### config.mk
export PLATFORM = sky130hd
export DESIGN_NAME = lcd_scan_timing
export DESIGN_NICKNAME = d
export VERILOG_FILES = /design/src/rtl/lcd_scan_pkg.sv /design/src/rtl/lcd_clk_phase.sv /design/src/rtl/lcd_line_ctr.sv /design/src/rtl/lcd_frame_ctr.sv /design/src/rtl/lcd_port_mux.sv /design/src/rtl/lcd_scan_timing.sv
export SDC_FILE = /design/constraint.sdc
export NUM_CORES = 1
export LEC_CHECK = 0
export BUFFER_PORTS_ARGS = -buffer_cell sky130_fd_sc_hd__buf_2
export CAP_MARGIN = 20
export CORE_MARGIN = 2
export CORE_UTILIZATION = 30
export DETAILED_ROUTE_END_ITERATION = 16
export SYNTH_ARGS = -nofsm -noshare
export SYNTH_HDL_FRONTEND = slang
export SYNTH_SLANG_ARGS = --single-unit
### constraint.sdc
create_clock -name clk_i -period 2.1 [get_ports clk_i]
set_input_delay 0.21 -clock clk_i [delete_from_list [all_inputs] [get_ports clk_i]]
set_output_delay 0.21 -clock clk_i [all_outputs]
set_load 0.1 [all_outputs]
### src/rtl/lcd_scan_pkg.sv
package lcd_scan_pkg;

   // Lines per frame for each duty code; the code order is decoded by the board.
   typedef enum logic [1:0] {
      DUTY_48  = 2'b00,
      DUTY_64  = 2'b01,
      DUTY_96  = 2'b10,
      DUTY_128 = 2'b11
   } duty_e;

   // Common multiple of every row count: frame length must be a multiple of it.
   localparam int ROW_LCM  = 384;
   localparam int MAX_ROWS = 128;
   localparam int MIN_ROWS = 48;

   function automatic int rows_of(input logic [1:0] code);
      case (code)
         DUTY_128: return 128;
         DUTY_96:  return 96;
         DUTY_64:  return 64;
         default:  return 48;
      endcase
   endfunction

   typedef struct packed {
      logic ph1;
      logic ph2;
      logic line;
      logic frame;
      logic pol;
   } tim_s;

endpackage

### src/rtl/lcd_clk_phase.sv
module lcd_clk_phase #(
   parameter bit PRE_DIV_EN = 1'b1
) (
   input  logic clk_i,
   input  logic rst_ni,
   input  logic run_i,
   input  logic fdiv_i,
   output logic ph_o,
   output logic clk2_end_o
);

   logic tick;
   logic ph_q;

   generate
      if (PRE_DIV_EN) begin : g_prediv
         logic pre_q;
         always_ff @(posedge clk_i) begin
            if (!rst_ni || !run_i || !fdiv_i) pre_q <= 1'b0;
            else                              pre_q <= ~pre_q;
         end
         assign tick = fdiv_i ? pre_q : 1'b1;
      end else begin : g_nodiv
         logic unused_fdiv;
         assign unused_fdiv = fdiv_i;
         assign tick = 1'b1;
      end
   endgenerate

   always_ff @(posedge clk_i) begin
      if (!rst_ni || !run_i) ph_q <= 1'b0;
      else if (tick)         ph_q <= ~ph_q;
   end

   assign ph_o       = ph_q;
   assign clk2_end_o = run_i & tick & ph_q;

endmodule

### src/rtl/lcd_line_ctr.sv
module lcd_line_ctr #(
   parameter int FRAME_CLK2 = 3072,
   parameter int LW         = $clog2(FRAME_CLK2 / 48)
) (
   input  logic       clk_i,
   input  logic       rst_ni,
   input  logic       run_i,
   input  logic       step_i,
   input  logic [1:0] duty_i,
   output logic       line_o,
   output logic       line_end_o
);
   import lcd_scan_pkg::*;

   localparam int LEN_128 = FRAME_CLK2 / 128;
   localparam int LEN_96  = FRAME_CLK2 / 96;
   localparam int LEN_64  = FRAME_CLK2 / 64;
   localparam int LEN_48  = FRAME_CLK2 / 48;

   logic [LW-1:0] lcnt_q;
   logic [LW-1:0] len_m1;
   logic [LW-1:0] half;
   logic          at_end;

   always_comb begin
      case (duty_i)
         DUTY_128: begin len_m1 = LW'(LEN_128 - 1); half = LW'(LEN_128 / 2); end
         DUTY_96:  begin len_m1 = LW'(LEN_96 - 1);  half = LW'(LEN_96 / 2);  end
         DUTY_64:  begin len_m1 = LW'(LEN_64 - 1);  half = LW'(LEN_64 / 2);  end
         default:  begin len_m1 = LW'(LEN_48 - 1);  half = LW'(LEN_48 / 2);  end
      endcase
   end

   assign at_end = (lcnt_q >= len_m1);

   always_ff @(posedge clk_i) begin
      if (!rst_ni || !run_i) lcnt_q <= '0;
      else if (step_i)       lcnt_q <= at_end ? '0 : lcnt_q + 1'b1;
   end

   assign line_o     = run_i & (lcnt_q < half);
   assign line_end_o = step_i & at_end;

endmodule

### src/rtl/lcd_frame_ctr.sv
module lcd_frame_ctr #(
   parameter int RW = 7
) (
   input  logic       clk_i,
   input  logic       rst_ni,
   input  logic       run_i,
   input  logic       step_i,
   input  logic [1:0] duty_i,
   output logic       frame_o,
   output logic       pol_o
);
   import lcd_scan_pkg::*;

   logic [RW-1:0] row_q;
   logic [RW-1:0] last_row;
   logic          wrap;
   logic          pol_q;

   assign last_row = RW'(rows_of(duty_i) - 1);
   assign wrap     = step_i & (row_q >= last_row);

   always_ff @(posedge clk_i) begin
      if (!rst_ni || !run_i) begin
         row_q <= '0;
         pol_q <= 1'b0;
      end else if (step_i) begin
         row_q <= wrap ? '0 : row_q + 1'b1;
         if (wrap) pol_q <= ~pol_q;
      end
   end

   assign frame_o = run_i & (row_q == '0);
   assign pol_o   = pol_q;

endmodule

### src/rtl/lcd_port_mux.sv
module lcd_port_mux
   import lcd_scan_pkg::*;
(
   input  logic master_i,
   input  tim_s own_i,
   input  logic cl_i,
   input  logic pol_i,
   output tim_s pad_o,
   output tim_s oe_o,
   output logic scan_cl_o,
   output logic scan_pol_o
);

   always_comb begin
      pad_o      = master_i ? own_i : '0;
      oe_o       = master_i ? '1 : '0;
      scan_cl_o  = master_i ? own_i.line : cl_i;
      scan_pol_o = master_i ? own_i.pol  : pol_i;
   end

endmodule

### src/rtl/lcd_scan_timing.sv
module lcd_scan_timing #(
   parameter int FRAME_CLK2 = 3072,
   parameter bit PRE_DIV_EN = 1'b1
) (
   input  logic       clk_i,
   input  logic       rst_ni,
   input  logic       master_i,
   input  logic       fdiv_i,
   input  logic [1:0] duty_i,
   input  logic       cl_i,
   input  logic       pol_i,
   output logic       ph1_o,
   output logic       ph1_oe_o,
   output logic       ph2_o,
   output logic       ph2_oe_o,
   output logic       line_o,
   output logic       line_oe_o,
   output logic       frame_o,
   output logic       frame_oe_o,
   output logic       pol_o,
   output logic       pol_oe_o,
   output logic       scan_cl_o,
   output logic       scan_pol_o
);
   import lcd_scan_pkg::*;

   localparam int LW = $clog2(FRAME_CLK2 / MIN_ROWS);
   localparam int RW = $clog2(MAX_ROWS);

   initial begin
      assert (FRAME_CLK2 >= ROW_LCM && FRAME_CLK2 % ROW_LCM == 0)
         else $error("FRAME_CLK2 must be a positive multiple of %0d", ROW_LCM);
      assert ((FRAME_CLK2 / MAX_ROWS) % 2 == 0)
         else $error("shortest line must have an even length");
   end

   logic ph;
   logic clk2_end;
   logic line_end;
   tim_s own;
   tim_s pad;
   tim_s oe;

   lcd_clk_phase #(.PRE_DIV_EN(PRE_DIV_EN)) u_phase (
      .clk_i     (clk_i),
      .rst_ni    (rst_ni),
      .run_i     (master_i),
      .fdiv_i    (fdiv_i),
      .ph_o      (ph),
      .clk2_end_o(clk2_end)
   );

   lcd_line_ctr #(.FRAME_CLK2(FRAME_CLK2), .LW(LW)) u_line (
      .clk_i     (clk_i),
      .rst_ni    (rst_ni),
      .run_i     (master_i),
      .step_i    (clk2_end),
      .duty_i    (duty_i),
      .line_o    (own.line),
      .line_end_o(line_end)
   );

   lcd_frame_ctr #(.RW(RW)) u_frame (
      .clk_i  (clk_i),
      .rst_ni (rst_ni),
      .run_i  (master_i),
      .step_i (line_end),
      .duty_i (duty_i),
      .frame_o(own.frame),
      .pol_o  (own.pol)
   );

   assign own.ph1 = master_i & ~ph;
   assign own.ph2 = master_i & ph;

   lcd_port_mux u_mux (
      .master_i  (master_i),
      .own_i     (own),
      .cl_i      (cl_i),
      .pol_i     (pol_i),
      .pad_o     (pad),
      .oe_o      (oe),
      .scan_cl_o (scan_cl_o),
      .scan_pol_o(scan_pol_o)
   );

   assign ph1_o      = pad.ph1;
   assign ph2_o      = pad.ph2;
   assign line_o     = pad.line;
   assign frame_o    = pad.frame;
   assign pol_o      = pad.pol;
   assign ph1_oe_o   = oe.ph1;
   assign ph2_oe_o   = oe.ph2;
   assign line_oe_o  = oe.line;
   assign frame_oe_o = oe.frame;
   assign pol_oe_o   = oe.pol;

endmodule

==> metrics.cfg <==
[floorplanning]
ios=20
die_w_um=66.4
chipHeight_um=66.4
initial_utilization_pct=31.5
coreArea_sq_um=3720
die_area_sq_um=4410
std_cell_rows=22

[hold_path]
min_path_type=in -> reg

[yosys]
synth_top_family_by_area=simple AND/OR/NAND/NOR gates
synth_seq_area_share_pct=27.4
yosys.area_share.adder_pct=18.2
synth-simple-area-share_pct=28.9
synth_cell_types=37
yosys_warnings=0
avgSynthCellArea_sq_um=8.30
synth_top_area_share_pct=27.4
muxShareOfSynthArea_pct=0.963
synth_nets=166
ys_top_cells_by_area=dfxtp_1, ha_1, nand3_1, buf_4, xor2_1
synthesis.instances=141
ys_ff_latch=16
synth_compound_gate_area_share_pct=11.8
synth-xor-area-share_pct=4.49
synthesis.area_sq_um=1170
yosysTopAreaCell=dfxtp_1

[sta]
max-slew-margin-rel_pct=64.1
setup_viol=0
rsz0062_at_grt=false
hold_viol_final=0
fin_skew_ps=2.49
final_max_slew_viol_count=0
worstMarginPinSlew_ps=537
period_needed_ps=1950
fmax_mhz=513
min_period_over_period_pct=92.8

[cells_and_area]
mostFrequentLayoutCells=buf_2, ha_1, dfxtp_1
nets=186
fill_cells=387
utilization_pct=37.7
regArea_sq_um=320
drive_gt1_share_pct=24.4
final_cell_area_sq_um=1400
multiInputGateArea_sq_um=774
final_common_cell=buf_2
area_growth_pct=19.9
n_antenna_cell=0

[worst_setup_path]
crit_arrival_ps=1740
crit_type=in -> out
critPathRequiredTime_ps=1890
cp-end-kind=output port
critical_path.max_fanout=4
cp-start-kind=input pin

[clock_network]
clkLatencyLatePin_ps=250
cts_setup_buffers=0
cts_htree_levels=1
clkTransAtPathRegs_ps=60
clock-root-buffer=clkbuf_8
cts_hold_buf=0
post_cts_resized=0
numClockSinks=16
cts_buffers=3
ctsLongestPathBuffers=2
cts_tree=built

[placed_design]
portBuffers=19
dp_hpwl_mm=1.72
placed_area_sq_um=1340
place.gp.congestion=0.729

[run]
maxCapViolCount=0

[global_route]
antenna_found_initial=0
grt_pass1_wl_mm=3.87
grt_max_degree=16
overflow=0
grt_usage_pct=11.4
grt_pass1_vias=897

[route]
routed_wl_mm=2.22
via_per_inst=4.84
avgRoutedWirePerCell_um=10.7
vias=1007
postRouteAntennaNets=0
dr.pass1.iters=4
drtIter0Drc=51
route.detailed.drc=0

[power]
ir_worst_vdd_mv=0.202
p_per_area_nw_per_um2=548
power.total_mw=0.769
p_leak_nw=0.608

[run_status]
outcome=finished, final reports clean

==> path summary, 6_finish.rpt <==
path / startpoint / slack, ps / endpoint / cells past startpoint
hold / removal: rst_ni / 390 / u_phase.ph_o$_SDFFE_PP0N_ / 3
hold reg to reg: u_line.lcnt_q[1]$_SDFFE_PP0P_ / 500 / u_line.lcnt_q[1]$_SDFFE_PP0P_ / 2
setup reg to reg: u_frame.row_q[6]$_SDFFE_PP0P_ / 220 / u_frame.row_q[3]$_SDFFE_PP0P_ / 6
setup / recovery: duty_i[1] / 150 / line_o / 11
==> power by group <==
group	internal (mW)	switching (mW)	leakage, nW
combinational	0.0471	0.136	0.450
clock	0.166	0.112	0.0288
sequential	0.306	0.00199	0.129
total	0.519	0.250	0.608
==> metal layers <==
layer / up-vias / wire [um] / GRT usage (%)
met5: - / 0 / 0
met4: 0 / 41 / 6.12
met3: 4 / 94 / 2.04
met2: 26 / 932 / 16.6
met1: 452 / 1150 / 15.6
li1: 525 / - / -
==> critical path, cell delays in order <==
cell and delay, ps:
buf_2 120, inv_1 100, ha_2 200, inv_1 50
o21ai_1 70, ha_1 240, a21oi_1 130, nor2b_1 60
o21ai_1 170, and3_4 220, buf_12 170
==> final cells by class <==
class                   count  area share, %
clock buffers               4           3.93
inverters                  10           2.68
flip-flops and latches     16           22.8
multi-input cells         107           55.2
well taps                  48           4.28
repair buffers             23           11.1
==> flip-flops by register name, indices dropped and copies added, names as in the netlist <==
name,cells
u_phase.g_prediv.pre_q,1
u_frame.pol_o,1
u_frame.row_q,7
u_line.lcnt_q,6
u_phase.ph_o,1
==> synth_stat cells, drive strengths merged <==
cell type and instances:
ha 17, dfxtp 16, nand2 13, nor2 11
inv 10, nand3 10, a21oi 9, o21ai 8
buf 7, xor2 5, nor2b 4, nor3 4
and2 3, or4 3, and3 2, nand4 2
o22ai 2, or2 2, or3 2, a22oi 1
a31o 1, clkbuf 1, mux2 1, nand2b 1
nor3b 1, nor4 1, o211ai 1, o31ai 1
or4b 1, xnor2 1
==> cells by family (layout without fill, tap and decap cells) <==
kind of cell	after synthesis	in the layout
compound gates	23	23
buf+inv	18	37
mux	1	1
fa+ha+maj	17	17
flops	16	16
xor+xnor	6	6
simple gates	60	60
==> metrics by stage <==
stage / setup slack, ps / hold slack [ps] / TNS [ps] / std cells
2_1_floorplan: 168 / 454 / 0 / 141
3_3_place_gp: 12.9 / 489 / 0 / 204
3_5_place_dp: -12.7 / 486 / -21.0 / 204
4_1_cts: 36.2 / 398 / 0 / 208
5_1_grt: 8.06 / 415 / 0 / 208
6_report: 152 / 394 / 0 / 208
Power figures use the tool's default switching activity.
